### config.mk
export PLATFORM = sky130hd
export DESIGN_NAME = eep_cmd_engine
export DESIGN_NICKNAME = d
export VERILOG_FILES = /design/src/rtl/eep_cmd_pkg.sv /design/src/rtl/eep_cmd_ctrl.sv /design/src/rtl/eep_cmd_dp.sv /design/src/rtl/eep_cmd_engine.sv
export SDC_FILE = /design/constraint.sdc
export NUM_CORES = 1
export LEC_CHECK = 0
export BUFFER_PORTS_ARGS = -buffer_cell sky130_fd_sc_hd__buf_2
export CAP_MARGIN = 20
export CORE_MARGIN = 8
export CORE_UTILIZATION = 30
export CTS_BUF_LIST = sky130_fd_sc_hd__clkbuf_2 sky130_fd_sc_hd__clkbuf_4 sky130_fd_sc_hd__clkbuf_8
export CTS_CLUSTER_DIAMETER = 100
export DETAILED_ROUTE_END_ITERATION = 6
export HOLD_SLACK_MARGIN = 0.1
export PLACE_DENSITY = 0.58
export SYNTH_ARGS = -nofsm -noshare
export SYNTH_HDL_FRONTEND = slang
export SYNTH_SLANG_ARGS = --single-unit
### constraint.sdc
create_clock -name clk -period 2.6 [get_ports clk]
set_clock_uncertainty 0.1 [all_clocks]
set_input_delay 0 -clock clk [delete_from_list [all_inputs] [get_ports clk]]
set_output_delay 0 -clock clk [all_outputs]
set_load 0.01 [all_outputs]
### src/rtl/eep_cmd_pkg.sv
package eep_cmd_pkg;

  typedef enum logic [2:0] {
    ST_IDLE, ST_ADDR, ST_WDATA, ST_RDATA, ST_STAT, ST_OPDONE, ST_DEAD
  } engState_t;

  typedef enum logic [2:0] {
    OP_NONE, OP_WREN, OP_WRDI, OP_RDSR, OP_WRSR, OP_READ, OP_WRITE
  } opKind_t;

  typedef struct packed {
    logic loadHi;    // capture address bit 8 from instruction
    logic loadAddr;  // capture low address byte
    logic incRead;   // linear increment
    logic incPage;   // in-page increment
    logic setWel;
    logic clrWel;
    logic capBp;     // hold incoming protection bits
    logic commitBp;  // apply held protection bits
  } dpStrobe_t;

  function automatic opKind_t decodeOp(input logic [7:0] b);
    casez (b)
      8'h06:       decodeOp = OP_WREN;
      8'h04:       decodeOp = OP_WRDI;
      8'h05:       decodeOp = OP_RDSR;
      8'h01:       decodeOp = OP_WRSR;
      8'b0000?011: decodeOp = OP_READ;
      8'b0000?010: decodeOp = OP_WRITE;
      default:     decodeOp = OP_NONE;
    endcase
  endfunction

endpackage

### src/rtl/eep_cmd_ctrl.sv
module eep_cmd_ctrl
  import eep_cmd_pkg::*;
(
  input  logic       clk,
  input  logic       rst_n,
  input  logic       csActive,
  input  logic       byteAligned,
  input  logic       rxValid,
  input  logic [7:0] rxByte,
  input  logic       wrBusy,
  input  logic       welQ,
  input  logic       protHit,
  output dpStrobe_t  st,
  output logic       txEn,
  output logic       txStatus,
  output logic       wrLoad,
  output logic       wrCommit,
  output logic       wrStatus
);

  engState_t state, nxtState;
  opKind_t   kind, nxtKind;
  opKind_t   rxOp;
  logic      gotData, nxtGot;

  assign rxOp = decodeOp(rxByte);

  always_comb begin
    nxtState = state;
    nxtKind  = kind;
    nxtGot   = gotData;
    st       = '0;
    wrLoad   = 1'b0;
    wrCommit = 1'b0;
    wrStatus = 1'b0;
    if (!csActive) begin
      nxtState = ST_IDLE;
      nxtGot   = 1'b0;
      if (byteAligned) begin
        if (state == ST_OPDONE) begin
          if (kind == OP_WREN) st.setWel = 1'b1;
          else                 st.clrWel = 1'b1;
        end
        if (state == ST_WDATA && gotData) begin
          wrCommit    = 1'b1;
          wrStatus    = (kind == OP_WRSR);
          st.commitBp = (kind == OP_WRSR);
          st.clrWel   = 1'b1;
        end
      end
    end else if (rxValid) begin
      case (state)
        ST_IDLE: begin
          nxtKind   = rxOp;
          st.loadHi = 1'b1;
          if (rxOp == OP_NONE || (wrBusy && rxOp != OP_RDSR)) nxtState = ST_DEAD;
          else begin
            case (rxOp)
              OP_WREN, OP_WRDI: nxtState = ST_OPDONE;
              OP_RDSR:          nxtState = ST_STAT;
              OP_READ:          nxtState = ST_ADDR;
              OP_WRITE:         nxtState = welQ ? ST_ADDR : ST_DEAD;
              OP_WRSR:          nxtState = welQ ? ST_WDATA : ST_DEAD;
              default:          nxtState = ST_DEAD;
            endcase
          end
        end
        ST_ADDR: begin
          st.loadAddr = 1'b1;
          if (kind == OP_READ) nxtState = ST_RDATA;
          else                 nxtState = protHit ? ST_DEAD : ST_WDATA;
        end
        ST_WDATA: begin
          nxtGot = 1'b1;
          if (kind == OP_WRITE) begin
            wrLoad     = 1'b1;
            st.incPage = 1'b1;
          end else if (!gotData) begin
            st.capBp = 1'b1;
          end
        end
        ST_RDATA:  st.incRead = 1'b1;
        ST_OPDONE: nxtState = ST_DEAD;
        default: ;
      endcase
    end
  end

  always_ff @(posedge clk or negedge rst_n) begin
    if (!rst_n) begin
      state   <= ST_IDLE;
      kind    <= OP_NONE;
      gotData <= 1'b0;
    end else begin
      state   <= nxtState;
      kind    <= nxtKind;
      gotData <= nxtGot;
    end
  end

  assign txEn     = csActive && (state == ST_RDATA || state == ST_STAT);
  assign txStatus = (state == ST_STAT);

  AST_LOAD_NEEDS_WEL: assert property (@(posedge clk) disable iff (!rst_n)
    wrLoad |-> welQ);
  AST_COMMIT_CLEARS_WEL: assert property (@(posedge clk) disable iff (!rst_n)
    wrCommit |=> !welQ);
  AST_BUSY_LOCKOUT: assert property (@(posedge clk) disable iff (!rst_n)
    (csActive && rxValid && state == ST_IDLE && wrBusy && rxOp != OP_RDSR)
      |=> (state == ST_DEAD));

endmodule

### src/rtl/eep_cmd_dp.sv
module eep_cmd_dp
  import eep_cmd_pkg::*;
#(
  parameter int ADDR_W = 9,
  parameter int PAGE_W = 4
)(
  input  logic              clk,
  input  logic              rst_n,
  input  dpStrobe_t         st,
  input  logic [7:0]        rxByte,
  input  logic              wrBusy,
  input  logic              txStatus,
  input  logic [7:0]        memRdData,
  output logic [ADDR_W-1:0] addr,
  output logic              welQ,
  output logic              protHit,
  output logic [7:0]        txByte
);

  localparam int LOW_W = ADDR_W - 1;

  logic [1:0] bp, pendBp;
  logic [7:0] statusByte;

  always_ff @(posedge clk or negedge rst_n) begin
    if (!rst_n) begin
      addr   <= '0;
      welQ   <= 1'b0;
      bp     <= 2'b00;
      pendBp <= 2'b00;
    end else begin
      if (st.loadHi)   addr[ADDR_W-1] <= rxByte[3];
      if (st.loadAddr) addr[LOW_W-1:0] <= rxByte[LOW_W-1:0];
      if (st.incRead)  addr <= addr + 1'b1;
      if (st.incPage)  addr[PAGE_W-1:0] <= addr[PAGE_W-1:0] + 1'b1;
      if (st.setWel)   welQ <= 1'b1;
      else if (st.clrWel) welQ <= 1'b0;
      if (st.capBp)    pendBp <= rxByte[3:2];
      if (st.commitBp) bp <= pendBp;
    end
  end

  // protection judged on the start address {bit8 held, incoming low byte}
  always_comb begin
    case (bp)
      2'b01:   protHit = addr[ADDR_W-1] && rxByte[LOW_W-1];
      2'b10:   protHit = addr[ADDR_W-1];
      2'b11:   protHit = 1'b1;
      default: protHit = 1'b0;
    endcase
  end

  assign statusByte = {4'hF, bp, welQ, wrBusy};
  assign txByte     = txStatus ? statusByte : memRdData;

  AST_READ_WRAP: assert property (@(posedge clk) disable iff (!rst_n)
    (st.incRead && addr == '1) |=> (addr == '0));
  AST_PAGE_FIXED: assert property (@(posedge clk) disable iff (!rst_n)
    st.incPage |=> (addr[ADDR_W-1:PAGE_W] == $past(addr[ADDR_W-1:PAGE_W])));
  AST_BP_ONLY_ON_COMMIT: assert property (@(posedge clk) disable iff (!rst_n)
    !st.commitBp |=> $stable(bp));

endmodule

### src/rtl/eep_cmd_engine.sv
module eep_cmd_engine
  import eep_cmd_pkg::*;
#(
  parameter int ADDR_W = 9,
  parameter int PAGE_W = 4
)(
  input  logic              clk,
  input  logic              rst_n,
  input  logic              csActive,
  input  logic              byteAligned,
  input  logic              rxValid,
  input  logic [7:0]        rxByte,
  output logic              txEn,
  output logic [7:0]        txByte,
  output logic [ADDR_W-1:0] memRdAddr,
  input  logic [7:0]        memRdData,
  input  logic              wrBusy,
  output logic              wrLoad,
  output logic [ADDR_W-1:0] wrAddr,
  output logic [7:0]        wrData,
  output logic              wrCommit,
  output logic              wrStatus
);

  dpStrobe_t         strobes;
  logic              welQ, protHit, txStatus;
  logic [ADDR_W-1:0] addr;

  eep_cmd_ctrl u_ctrl (
    .clk(clk), .rst_n(rst_n), .csActive(csActive), .byteAligned(byteAligned),
    .rxValid(rxValid), .rxByte(rxByte), .wrBusy(wrBusy), .welQ(welQ),
    .protHit(protHit), .st(strobes), .txEn(txEn), .txStatus(txStatus),
    .wrLoad(wrLoad), .wrCommit(wrCommit), .wrStatus(wrStatus)
  );

  eep_cmd_dp #(.ADDR_W(ADDR_W), .PAGE_W(PAGE_W)) u_dp (
    .clk(clk), .rst_n(rst_n), .st(strobes), .rxByte(rxByte), .wrBusy(wrBusy),
    .txStatus(txStatus), .memRdData(memRdData), .addr(addr), .welQ(welQ),
    .protHit(protHit), .txByte(txByte)
  );

  assign memRdAddr = addr;
  assign wrAddr    = addr;
  assign wrData    = rxByte;

endmodule

## Yosys cells after proc, flatten, opt, wreduce, memory -nomap -nowiden

Cells that the tools add are included.
W data, S select, Z words.

| storage, ports and cells | value |
|---|---|
| bits in registers | 21 |
| output and inout bits | 38 |
| logic and storage cells | 102 |

| cells by class | value |
|---|---|
| add/sub/neg operators | 2 |
| eq/ne operators | 28 |
| muxes and demuxes | 47 |
| reduce and logical (&&, ||, !) cells | 16 |

Operators with widths:

| kind | count |
|---|---|
| $mux W1 | 27 |
| $eq A3 B3 Y1 const B | 8 |
| $eq A8 B3 Y1 const B | 3 |
| $mux W3 | 7 |
| $pmux W3 S6 | 1 |
| $mux W8 | 2 |
| $pmux W3 S5 | 1 |
| $eq A7 B2 Y1 const B | 2 |
| $eq A3 B2 Y1 const B | 4 |
| $mux W4 | 3 |
| $add A9 B1 Y9 const B | 1 |
| $eq A3 B1 Y1 const B | 3 |
| $mux W9 | 1 |
| $pmux W3 S3 | 1 |
| $eq A8 B1 Y1 const B | 1 |
| $logic_not A3 Y1 | 2 |
| $mux W2 | 3 |
| $reduce_bool A2 Y1 | 3 |
| $add A4 B1 Y4 const B | 1 |
| $eq A2 B2 Y1 const B | 2 |
| $logic_and A1 B1 Y1 | 4 |
| $ne A2 B1 Y1 const B | 2 |
| $ne A4 B1 Y1 const B | 1 |
| $reduce_and A2 Y1 | 2 |
| other kinds (7) | 8 |

## Longest topological paths before layout

Gate-level depths: netlist of the first run.

| depth | value |
|---|---|
| word-level depth | 9 |
| depth in mapped cells | 6 |
| gate-level depth less buffers | 5 |

## By module

A second synthesis of the first run with hierarchy kept.

| second synthesis, totals | value |
|---|---|
| cell total of the unflattened synthesis | 182 |
| area, all modules | 1580.3 um^2 |

Modules (own cells, without submodules):

| module | times used | cells each | area each (um^2) |
|---|---|---|---|
| eep_cmd_dp | 1 | 82 | 832.0 |
| eep_cmd_ctrl | 1 | 83 | 620.6 |
| eep_cmd_engine | 1 | 17 | 127.6 |

## Worst setup path before layout of the first run

No wires, ideal clock.

| path | value |
|---|---|
| path kind | reg-to-reg |
| start | reg u_ctrl.state[0] |
| end | reg u_dp.bp[0] |
| arrival time | 1.543 ns |
| required time | 2.375 ns |
| setup slack | 0.832 ns |
| cell stages (with the launch flop) | 6 |
| buffers on the path | 1 |
| clock period less this slack | 1.768 ns |
| cells stage by stage | dfrtp_1 buf_2 nor2_2 nand4_1 or4b_4 mux2_2 |

| on the way | value |
|---|---|
| word-level cells in the longest chain between the ends | 5 |

RTL lines:

| what | line | source |
|---|---|---|
| start, declared | eep_cmd_ctrl.sv:21 | `engState_t state, nxtState;` |
| start signal, assigned | eep_cmd_ctrl.sv:95 | `state <= nxtState;` |
| $eq A3 B2 Y1 | eep_cmd_ctrl.sv:44 | `if (state == ST_WDATA && gotData) begin` |
| $logic_and A1 B1 Y1 | eep_cmd_ctrl.sv:44 |  |
| $mux W1 | eep_cmd_ctrl.sv:44 |  |
| $mux W1 | eep_cmd_ctrl.sv:39 | `if (byteAligned) begin` |
| $mux W1 | eep_cmd_ctrl.sv:36 | `if (!csActive) begin` |
| end signal, assigned | eep_cmd_dp.sv:39 | `if (st.commitBp) bp <= pendBp;` |
| end, declared | eep_cmd_dp.sv:22 | `logic [1:0] bp, pendBp;` |

No other way between the ends.
A chain may end at the register's enable or synchronous reset.

## Worst setup path after layout of the first run

| path | value |
|---|---|
| start | reg u_ctrl.state[1] |
| end | reg u_ctrl.kind[2] |

| on the way | value |
|---|---|
| word-level cells in the longest chain between the ends | 2 |

RTL lines:

| what | line | source |
|---|---|---|
| $logic_not A3 Y1 | eep_cmd_ctrl.sv:52 | `case (state)` |
| $reduce_and A3 Y1 (no source line) | - |  |
| end signal, assigned | eep_cmd_ctrl.sv:96 | `kind <= nxtKind;` |
| end, declared | eep_cmd_ctrl.sv:22 | `opKind_t kind, nxtKind;` |

No other way between the ends.

==> impl_metrics.py, run 1 <==
metrics = {
    "synthesis": {
        "synth-adder-area-share_pct": 0.797,
        "yosysMostFrequentCell": "dfrtp_1",
        "synth-seq-cells": 21,
        "ys.flop_type": "dfrtp_1",
        "synth_mux_area_share_pct": 8.29,
        "synth_area_sq_mm": 0.00157,
        "yosysTopAreaCellShare_pct": 33.5,
        "yosysSeqAreaShare_pct": 33.5,
        "synth_compound_area_share_pct": 18.1,
        "yosysWarnings": 0,
        "synth_area_leaders": "dfrtp_1 33%, buf_4 8.1%, mux2_2 5.7%",
        "synth_top_area_cell": "dfrtp_1",
        "synth_xor_xnor_area_share_pct": 0.558,
        "async_reset_ff_share_pct": 100,
        "yosysUniqueCellTypes": 46,
        "synth_common_cells": "21 x dfrtp_1, 20 x nand2_1, 17 x buf_4",
        "synth-simple-area-share_pct": 26.1,
        "synth_top_family_by_area": "simple AND/OR/NAND/NOR gates",
        "syn-instance-count": 184,
        "syn_area_per_cell_sq_um": 8.53,
        "synth_enable_flop_cells": 0,
        "syn_nets": 207,
    },
    "timing": {
        "timing.fmax_mhz": 433,
        "period_share_pct": 88.8,
        "tightest_slew_ns": 0.638,
        "setup_violations": 0,
        "final_hold_viol_count": 0,
        "tns_ns": 0,
        "slew_violations": 0,
        "slew_headroom_pct": 56.3,
        "fin_crit_ns": 2.31,
        "rsz0062_at_grt": "no",
        "layout_setup_ws_ns": 0.291,
    },
    "power": {
        "p_per_area_mw_per_mm2": 428,
        "seqPwrFrac_pct": 46.6,
        "p_sw_mw": 0.269,
        "comb_power_share_pct": 26.4,
        "intPower_mw": 0.573,
        "p_leak_nw": 0.981,
        "pwr-share-clk_pct": 27.0,
        "irDropWorstVdd_mv": 0.225,
        "swShare_pct": 32.0,
    },
    "clocking": {
        "cts_made_buffers": 3,
        "htreeDepth": 1,
        "clock_latency_ns": 0.27,
        "cts_tree": "yes",
        "post_cts_buffers": 0,
        "root_buffer": "clkbuf_8",
        "cts.sinks": 21,
        "clk_path_buf_depth": 2,
        "clk_pin_slew_worst_paths_ns": 0.08,
    },
    "drt": {
        "wl_per_cell_um": 15.1,
        "totalWireLength_mm": 4.61,
        "antenna_left": 0,
        "firstDrtPassIters": 4,
        "via_count": 1526,
        "remaining_drc_errors": 0,
        "drtIter0Drc": 88,
        "vias_per_cell": 5.00,
    },
    "worst_setup_path": {
        "endpoint_kind": "flip-flop",
        "worstPathArrival_ns": 2.41,
        "crit_end": "u_ctrl.kind[2]",
        "cp_max_fo": 9,
        "start_kind": "flip-flop",
        "timing.rr.start": "u_ctrl.state[1]",
        "r2r-end": "u_ctrl.kind[2]",
        "crit_type": "reg2reg",
        "worstPathRequired_ns": 2.70,
        "regToRegSetupSlack_ns": 0.29,
        "r2r_cells": 4,
        "cp-startpoint": "u_ctrl.state[1]",
    },
    "floorplanning": {
        "die_x_um": 88.3,
        "die-area_sq_mm": 0.00780,
        "io_pins": 60,
        "die_h_um": 88.3,
        "initial_core_util_pct": 30.9,
        "fp-row-count": 26,
        "design.core.area_sq_mm": 0.00507,
    },
    "finish": {
        "syn2layout_area_growth_pct": 25.4,
        "nFillCells": 534,
        "drive_above_1_share_pct": 33.6,
        "n_antenna_cell": 0,
        "finalNetCount": 259,
    },
    "grt": {
        "grt_pass1_wl_mm": 7.61,
        "antenna_found_initial": 0,
        "grt_overflow": 0,
        "grt_pass1_vias": 1540,
        "grtUsageTotal_pct": 12.2,
        "grt_max_degree": 22,
    },
    "flow_run": {
        "max-cap-violations": 0,
    },
    "placement": {
        "port_buffers": 59,
        "gp_congestion": 0.866,
        "place_ws_ns": 0.760,
        "dp_hpwl_mm": 3.45,
    },
    "outcome": {
        "status": "completed",
    },
    "hold_path": {
        "holdCritStartpoint": "rxByte[0]",
        "hp-class": "in2reg",
    },
}
-- metal layers --
metal | part of all wire (%) | vias to the layer above | track usage, %
met5 | 0 | - | 0
met4 | 0 | 0 | 1.38
met3 | 7.7 | 0 | 3.25
met2 | 45 | 57 | 20.4
met1 | 47 | 715 | 15.7
li1 | - | 754 | -
-- critical path, cell delays in order (launching register included) --
cell,delay (ns)
dfrtp_1,0.48
nor2b_1,0.31
nand3_1,0.33
o41ai_1,0.43
dlygate4sd3_1,0.60
-- logic make-up (layout without fill, tap and decap cells) --
logic type | Yosys count | after routing
and+or+nand+nor | 72 | 72
AOI/OAI and AO/OA | 43 | 43
buffers and inverters | 34 | 85
DFF | 21 | 21
muxes | 12 | 12
adders and majority gates | 1 | 1
xor gates and xnor gates | 1 | 1
-- cells in the final DEF, fill, tap and decap left out, types with 2 or more instances in the layout --
master / Yosys / final
buf_2: 6 / 59
dfrtp_1: 21 / 21
nand2_1: 20 / 20
a21oi_1: 15 / 15
dlygate4sd3_1: 0 / 13
nand3_1: 10 / 10
mux2_2: 8 / 8
inv_1: 8 / 8
nor2b_1: 7 / 7
o21ai_0: 7 / 7
nand2b_1: 6 / 6
or2_2: 4 / 4
nor3_1: 4 / 4
mux2i_1: 4 / 4
and3_1: 4 / 4
o41ai_1: 3 / 3
clkbuf_8: 0 / 3
nor2_1: 2 / 2
and3b_1: 2 / 2
o221ai_1: 2 / 2
nor3b_1: 2 / 2
o22ai_1: 2 / 2
a32oi_1: 2 / 2
or4_1: 2 / 2
o31ai_1: 2 / 2
-- metrics by stage --
stage / utilization [%] / power [mW] / std cells / area, sq um / hold slack (ns)
floorplan: - / 0.532 / 184 / 1570 / -0.396
global placement: 35.3 / 0.605 / 288 / 1790 / -0.103
detailed placement: 35.3 / 0.606 / 288 / 1790 / -0.106
CTS: 38.8 / 0.849 / 305 / 1970 / 0.106
global route: 38.8 / 0.891 / 305 / 1970 / 0.135
finish: 38.8 / 0.842 / 305 / 1970 / 0.113
-- final cells by class --
type                       instances  area (sq um)  share of cell area, %
multi-input combinational        129           845                   42.9
sequential                        21           526                   26.7
timing repair buffer              73           433                   22.0
tap                               70          87.6                   4.45
clock buffer                       3          41.3                   2.10
inverter                           8          30.0                   1.53
clock inverter                     1          5.00                  0.254
-- state kept, by name, summed over array words and instances (netlist names) --
name / count
u_dp.pendBp: 2
u_ctrl.kind: 3
u_ctrl.gotData: 1
u_dp.addr: 9
u_dp.bp: 2
u_ctrl.state: 3
u_dp.welQ: 1
-- power groups by stage --
stage	clock, mW	sequential [mW]	combinational [mW]
after floorplan	0	0.385	0.147
after global placement	0	0.397	0.208
after detailed placement	0	0.398	0.208
after CTS	0.232	0.393	0.225
after global routing	0.245	0.399	0.247
final	0.228	0.392	0.222
-- worst min path at each step --
stage / to / slack [ns] / cells past startpoint
after floorplan: u_ctrl.gotData / -0.40 / 0
after global placement: u_dp.addr[2] / -0.10 / 1
after detailed placement: u_dp.addr[2] / -0.11 / 1
after CTS: u_ctrl.state[0] / 0.11 / 3
after global routing: u_ctrl.state[0] / 0.13 / 3
final: u_ctrl.kind[0] / 0.11 / 3
-- repair_timing --
| action | CTS | global route |
|---|---|---|
| setup endpoints to repair | 0 | 0 |
| hold endpoints to repair | 35 | 0 |
| resized for setup | 0 | 0 |
| hold buffers | 13 | 0 |
Power figures use the tool's default switching activity.
==> run 2: changes to the inputs <==
==> constraint.sdc (replaced) <==
create_clock -name clk -period 2.6 [get_ports clk]
set_clock_uncertainty 0.1 [all_clocks]
set_input_delay 0.65 -clock clk [delete_from_list [all_inputs] [get_ports clk]]
set_output_delay 0.65 -clock clk [all_outputs]
set_load 0.01 [all_outputs]
==> run 2 against run 1 <==
Net effect:
- combinational power about the same
- clock power increased by 2%
- utilization decreased by 1.5 points
- maximum frequency decreased by 6.6%
- wire length decreased by 0.93%
- first-iteration DRC count increased by 34%
- critical path depth increased by 2
- final cell count decreased by 2.3%
- critical endpoint is now wrStatus
- largest cell class unchanged
- highest routed layer is now met4
==> impl_metrics.py, run 2 (synthesis results as in run 1) <==
metrics = {
    "outcome": {
        "status": "completed",
    },
    "grt": {
        "grt_use_met2_pct": 19.3,
        "grt.busiest_layer": "met2",
        "grt_pass1_wl_mm": 7.31,
        "grtUsageTotal_pct": 11.7,
        "use_met3_pct": 3.62,
        "grt_pass1_vias": 1503,
        "grt_max_degree": 22,
        "antenna_found_initial": 0,
        "grt_util_met1_pct": 15.2,
        "grt_overflow": 0,
    },
    "worst_setup_path": {
        "regToRegSetupSlack_ns": 0.68,
        "cp-startpoint": "csActive",
        "worstPathArrival_ns": 1.72,
        "crit_end": "wrStatus",
        "endpoint_kind": "output port",
        "r2r-end": "u_dp.pendBp[1]",
        "crit_type": "in2out",
        "r2r_cells": 5,
        "cp_max_fo": 3,
        "start_kind": "input port",
        "timing.rr.start": "u_ctrl.state[1]",
        "worstPathRequired_ns": 1.85,
    },
    "power": {
        "seqPwrFrac_pct": 45.7,
        "swShare_pct": 30.8,
        "comb_power_share_pct": 26.5,
        "p_sw_mw": 0.259,
        "pwr-share-clk_pct": 27.7,
        "total_power_mw": 0.842,
        "irDropWorstVdd_mv": 0.254,
        "p_leak_nw": 0.956,
        "p_per_area_mw_per_mm2": 445,
        "intPower_mw": 0.583,
    },
    "clocking": {
        "cts.sinks": 21,
        "clk_pin_slew_worst_paths_ns": 0.08,
        "htreeDepth": 1,
        "cts_made_buffers": 3,
        "clock_latency_ns": 0.26,
        "clk_path_buf_depth": 2,
        "post_cts_buffers": 0,
        "cts_tree": "yes",
        "root_buffer": "clkbuf_8",
    },
    "floorplanning": {
        "design.core.area_sq_mm": 0.00507,
        "die_x_um": 88.3,
        "initial_core_util_pct": 30.9,
        "io_pins": 60,
        "fp-row-count": 26,
        "die_h_um": 88.3,
        "die-area_sq_mm": 0.00780,
    },
    "drt": {
        "drtIter0Drc": 118,
        "firstDrtPassIters": 5,
        "vias_per_cell": 5.16,
        "remaining_drc_errors": 0,
        "wl_per_cell_um": 15.3,
        "via_count": 1539,
        "antenna_left": 0,
        "totalWireLength_mm": 4.57,
    },
    "timing": {
        "rsz0062_at_grt": "no",
        "fin_crit_ns": 2.47,
        "period_share_pct": 95.1,
        "setup_violations": 0,
        "final_hold_viol_count": 0,
        "tightest_slew_ns": 0.526,
        "timing.fmax_mhz": 404,
        "slew_violations": 0,
        "slew_headroom_pct": 64.9,
        "tns_ns": 0,
    },
    "hold_path": {
        "hp-class": "in2async",
    },
    "finish": {
        "multi_input_area_sq_um": 852,
        "seq_area_sq_um": 527,
        "finalNetCount": 252,
        "top_regs": "u_dp.addr x9, u_ctrl.kind x3, u_ctrl.state x3",
        "drive_above_1_share_pct": 38.2,
        "syn2layout_area_growth_pct": 20.7,
        "final_common_cell": "buf_2",
        "largest_register_ffs": 9,
        "final_cells": 298,
        "mostFrequentLayoutCells": "59 x buf_2, 20 x nand2_1, 20 x dfrtp_1",
        "regMostFlops": "u_dp.addr",
        "nFillCells": 550,
        "n_antenna_cell": 0,
        "design_area_sq_mm": 0.00189,
    },
    "placement": {
        "gp_congestion": 0.835,
        "post_dp_cell_area_sq_mm": 0.00184,
        "port_buffers": 59,
        "dp_hpwl_mm": 3.50,
        "place_inst": 294,
    },
    "flow_run": {
        "max-cap-violations": 0,
    },
}
-- run 2: changes by cell type in the layout (fill, tap and decap cells not counted), sizes merged --
cell and change:
buf +6, clkinv -1, dlygate4sd3 -13, clkbuf +1
-- run 2: routing by layer --
| metal | vias up | routed length (um) |
|---|---|---|
| met5 | - | 0 |
| met4 | 0 | 12 |
| met3 | 4 | 494 |
| met2 | 74 | 2040 |
| met1 | 716 | 2020 |
| li1 | 745 | - |
-- run 2: power groups by stage --
stage          clock network [mW]  registers, mW  logic (mW)
2_1_floorplan                   0          0.385       0.147
3_3_place_gp                    0          0.391       0.224
3_5_place_dp                    0          0.392       0.225
4_1_cts                     0.242          0.385       0.226
5_1_grt                     0.256          0.393       0.248
6_report                    0.233          0.385       0.224
-- run 2: final cells by class --
cell class | instances | share of cell area (%)
Tap cell | 70 | 4.63
Sequential cell | 21 | 27.8
Inverter | 8 | 1.59
Clock buffer | 4 | 2.58
Multi-Input combinational cell | 129 | 45.0
Timing Repair Buffer | 66 | 18.4
-- run 2: worst min path at each step --
| stage | startpoint | end | slack (ns) | depth (start not counted) |
|---|---|---|---|---|
| 4_1_cts | rst_n | u_dp.addr[1] | 0.28 | 1 |
| 3_5_place_dp | u_dp.pendBp[0] | u_dp.bp[0] | 0.39 | 1 |
| 3_3_place_gp | u_dp.pendBp[1] | u_dp.bp[1] | 0.39 | 1 |
| 5_1_grt | rst_n | u_ctrl.kind[2] | 0.29 | 1 |
| 2_1_floorplan | rst_n | u_ctrl.gotData | 0.25 | 0 |
| 6_report | rst_n | u_dp.addr[1] | 0.26 | 1 |
-- run 2: what timing repair did --
item,CTS,global route
setup endpoints to repair,0,3
gates resized for setup,0,3
hold buffers,0,0
hold endpoints to repair,0,0
-- run 2: critical path, cell delays in order --
cell	delay, ns
buf_2	0.12
nor2b_4	0.12
nand4_1	0.12
or4b_4	0.52
inv_1	0.07
buf_2	0.12
-- run 2: metrics by stage --
stage	util (%)	hold WS [ns]	setup slack [ns]
after floorplan	-	0.254	0.273
after global placement	36.2	0.389	0.0415
after detailed placement	36.2	0.392	0.0189
after CTS	37.1	0.275	0.00569
after global routing	37.3	0.289	0.0331
final	37.3	0.256	0.127
==> run 3: changes to the inputs <==
--- a/config.mk
+++ b/config.mk
@@ -14,6 +14,7 @@
 export DETAILED_ROUTE_END_ITERATION = 6
 export HOLD_SLACK_MARGIN = 0.1
 export PLACE_DENSITY = 0.58
+export SLEW_MARGIN = 25
 export SYNTH_ARGS = -nofsm -noshare
 export SYNTH_HDL_FRONTEND = slang
 export SYNTH_SLANG_ARGS = --single-unit
==> constraint.sdc (replaced) <==
create_clock -name clk -period 2.7 [get_ports clk]
set_clock_uncertainty 0.1 [all_clocks]
set_input_delay 0.675 -clock clk [delete_from_list [all_inputs] [get_ports clk]]
set_output_delay 0.675 -clock clk [all_outputs]
set_load 0.01 [all_outputs]
==> run 3 against run 2 <==
Net effect:
- total power fell by 4.2%
- non-clock buffer count fell by 2
- clock-buffer cell count did not move
- utilization fell by 0.42 points
- first-iteration DRC count fell by 35%
- sequential power fell by 3%
==> impl_metrics.py, run 3 (synthesis results as in run 1) <==
metrics = {
    "worst_setup_path": {
        "timing.rr.start": "u_ctrl.state[1]",
        "crit_family": "simple AND/OR/NAND/NOR gates",
        "worstPathRequired_ns": 1.92,
        "r2r_cells": 5,
        "start_kind": "input port",
        "r2r-end": "u_dp.pendBp[1]",
        "worstPathArrival_ns": 1.80,
        "critical-path-slowest-cell": "or4b_4",
        "path_buf_inv": 3,
        "endpoint_kind": "output port",
        "regToRegSetupSlack_ns": 0.79,
        "slowest_delay_ns": 0.55,
        "crit_top_cell": "buf_2",
        "crit_type": "in2out",
        "path_cells": "buf_2 > nor2b_2 > nand4_1 > or4b_4 > inv_1 > buf_2",
        "cp_max_fo": 3,
    },
    "timing": {
        "rsz0062_at_grt": "no",
        "final_hold_viol_count": 0,
        "timing.fmax_mhz": 389,
        "tns_ns": 0,
        "layout_setup_ws_ns": 0.128,
        "slew_headroom_pct": 67.2,
        "slew_violations": 0,
        "period_share_pct": 95.3,
        "fin_crit_ns": 2.57,
        "tightest_slew_ns": 0.492,
        "setup_violations": 0,
    },
    "placement": {
        "dp_hpwl_mm": 3.40,
        "place_ws_ns": 0.0717,
        "place_inst": 292,
        "gp_congestion": 0.824,
        "port_buffers": 59,
    },
    "drt": {
        "drtIter0Drc": 77,
        "vias_per_cell": 5.14,
        "remaining_drc_errors": 0,
        "firstDrtPassIters": 4,
        "totalWireLength_mm": 4.40,
        "wl_per_cell_um": 14.9,
        "antenna_left": 0,
        "via_count": 1521,
    },
    "clocking": {
        "cts_hold_buf": 0,
        "cts_tree": "yes",
        "cts.sinks": 21,
        "root_buffer": "clkbuf_8",
        "clk_path_buf_depth": 2,
        "post_cts_buffers": 0,
        "clk_pin_slew_worst_paths_ns": 0.09,
        "clock_latency_ns": 0.27,
        "cts_resized": 0,
        "htreeDepth": 1,
        "cts_made_buffers": 3,
    },
    "floorplanning": {
        "die_x_um": 88.3,
        "initial_core_util_pct": 30.9,
        "fp-row-count": 26,
        "die-area_sq_mm": 0.00780,
        "die_h_um": 88.3,
        "io_pins": 60,
        "design.core.area_sq_mm": 0.00507,
    },
    "power": {
        "p_leak_nw": 0.943,
        "pwr-share-clk_pct": 28.2,
        "comb_power_share_pct": 25.7,
        "irDropWorstVdd_mv": 0.163,
        "seqPwrFrac_pct": 46.1,
        "p_sw_mw": 0.249,
        "swShare_pct": 30.9,
        "p_per_area_mw_per_mm2": 431,
        "intPower_mw": 0.558,
        "total_power_mw": 0.807,
    },
    "grt": {
        "grt_max_degree": 22,
        "antenna_found_initial": 0,
        "grtUsageTotal_pct": 11.6,
        "grt_pass1_wl_mm": 7.23,
        "grt_pass1_vias": 1486,
        "grt_overflow": 0,
    },
    "finish": {
        "final_common_cell": "buf_2",
        "n_antenna_cell": 0,
        "top_regs": "u_dp.addr x9, u_ctrl.kind x3, u_ctrl.state x3",
        "post-route-util_pct": 36.9,
        "drive_above_1_share_pct": 37.2,
        "syn2layout_area_growth_pct": 19.3,
        "final_cells": 296,
        "regMostFlops": "u_dp.addr",
        "largest_register_ffs": 9,
        "finalNetCount": 250,
        "mostFrequentLayoutCells": "59 x buf_2, 21 x dfrtp_1, 20 x nand2_1",
    },
    "flow_run": {
        "max-cap-violations": 0,
    },
    "hold_path": {
        "hp-class": "in2async",
    },
    "outcome": {
        "status": "completed",
    },
}
[run 3: metal layers]
metal	global-route usage, %	vias to the layer above	wire (um)
li1	-	738	-
met1	15.2	715	2070
met2	18.6	64	1930
met3	3.34	4	382
met4	1.38	0	18
met5	0	-	0
[run 3: worst register-to-register path, cell delays in order, from the launching register on]
cell	delay, ns
dfrtp_1	0.41
buf_4	0.24
and4bb_1	0.28
nand2_1	0.09
or3_1	0.41
mux2_2	0.29
[run 3: worst max path at each step]
stage | cells past startpoint | from | slack [ns] | endpoint
global placement | 6 | csActive | 0.09 | wrStatus
global route | 6 | csActive | 0.02 | wrStatus
detailed placement | 6 | csActive | 0.07 | wrStatus
finish | 6 | csActive | 0.13 | wrStatus
CTS | 6 | csActive | 0.07 | wrStatus
floorplan | 4 | byteAligned | 0.32 | wrStatus
[run 3: area by class of cell]
cell class	instances	area, sq um
Multi-Input combinational cell	129	847
Clock buffer	4	48.8
Inverter	8	30.0
Timing Repair Buffer	64	333
Sequential cell	21	526
Tap cell	70	87.6
Fill cell	553	3200
[run 3: per-stage QoR]
stage	hold slack (ns)	instance area, sq um
final	0.259	1870
after global placement	0.392	1820
after floorplan	0.279	1570
after CTS	0.274	1870
after global routing	0.297	1870
after detailed placement	0.395	1820
[run 3: power groups by stage]
stage | clock network, mW | registers, mW | logic [mW]
2_1_floorplan | 0 | 0.371 | 0.141
3_3_place_gp | 0 | 0.378 | 0.210
3_5_place_dp | 0 | 0.379 | 0.211
4_1_cts | 0.237 | 0.372 | 0.212
5_1_grt | 0.245 | 0.377 | 0.234
6_report | 0.228 | 0.372 | 0.208
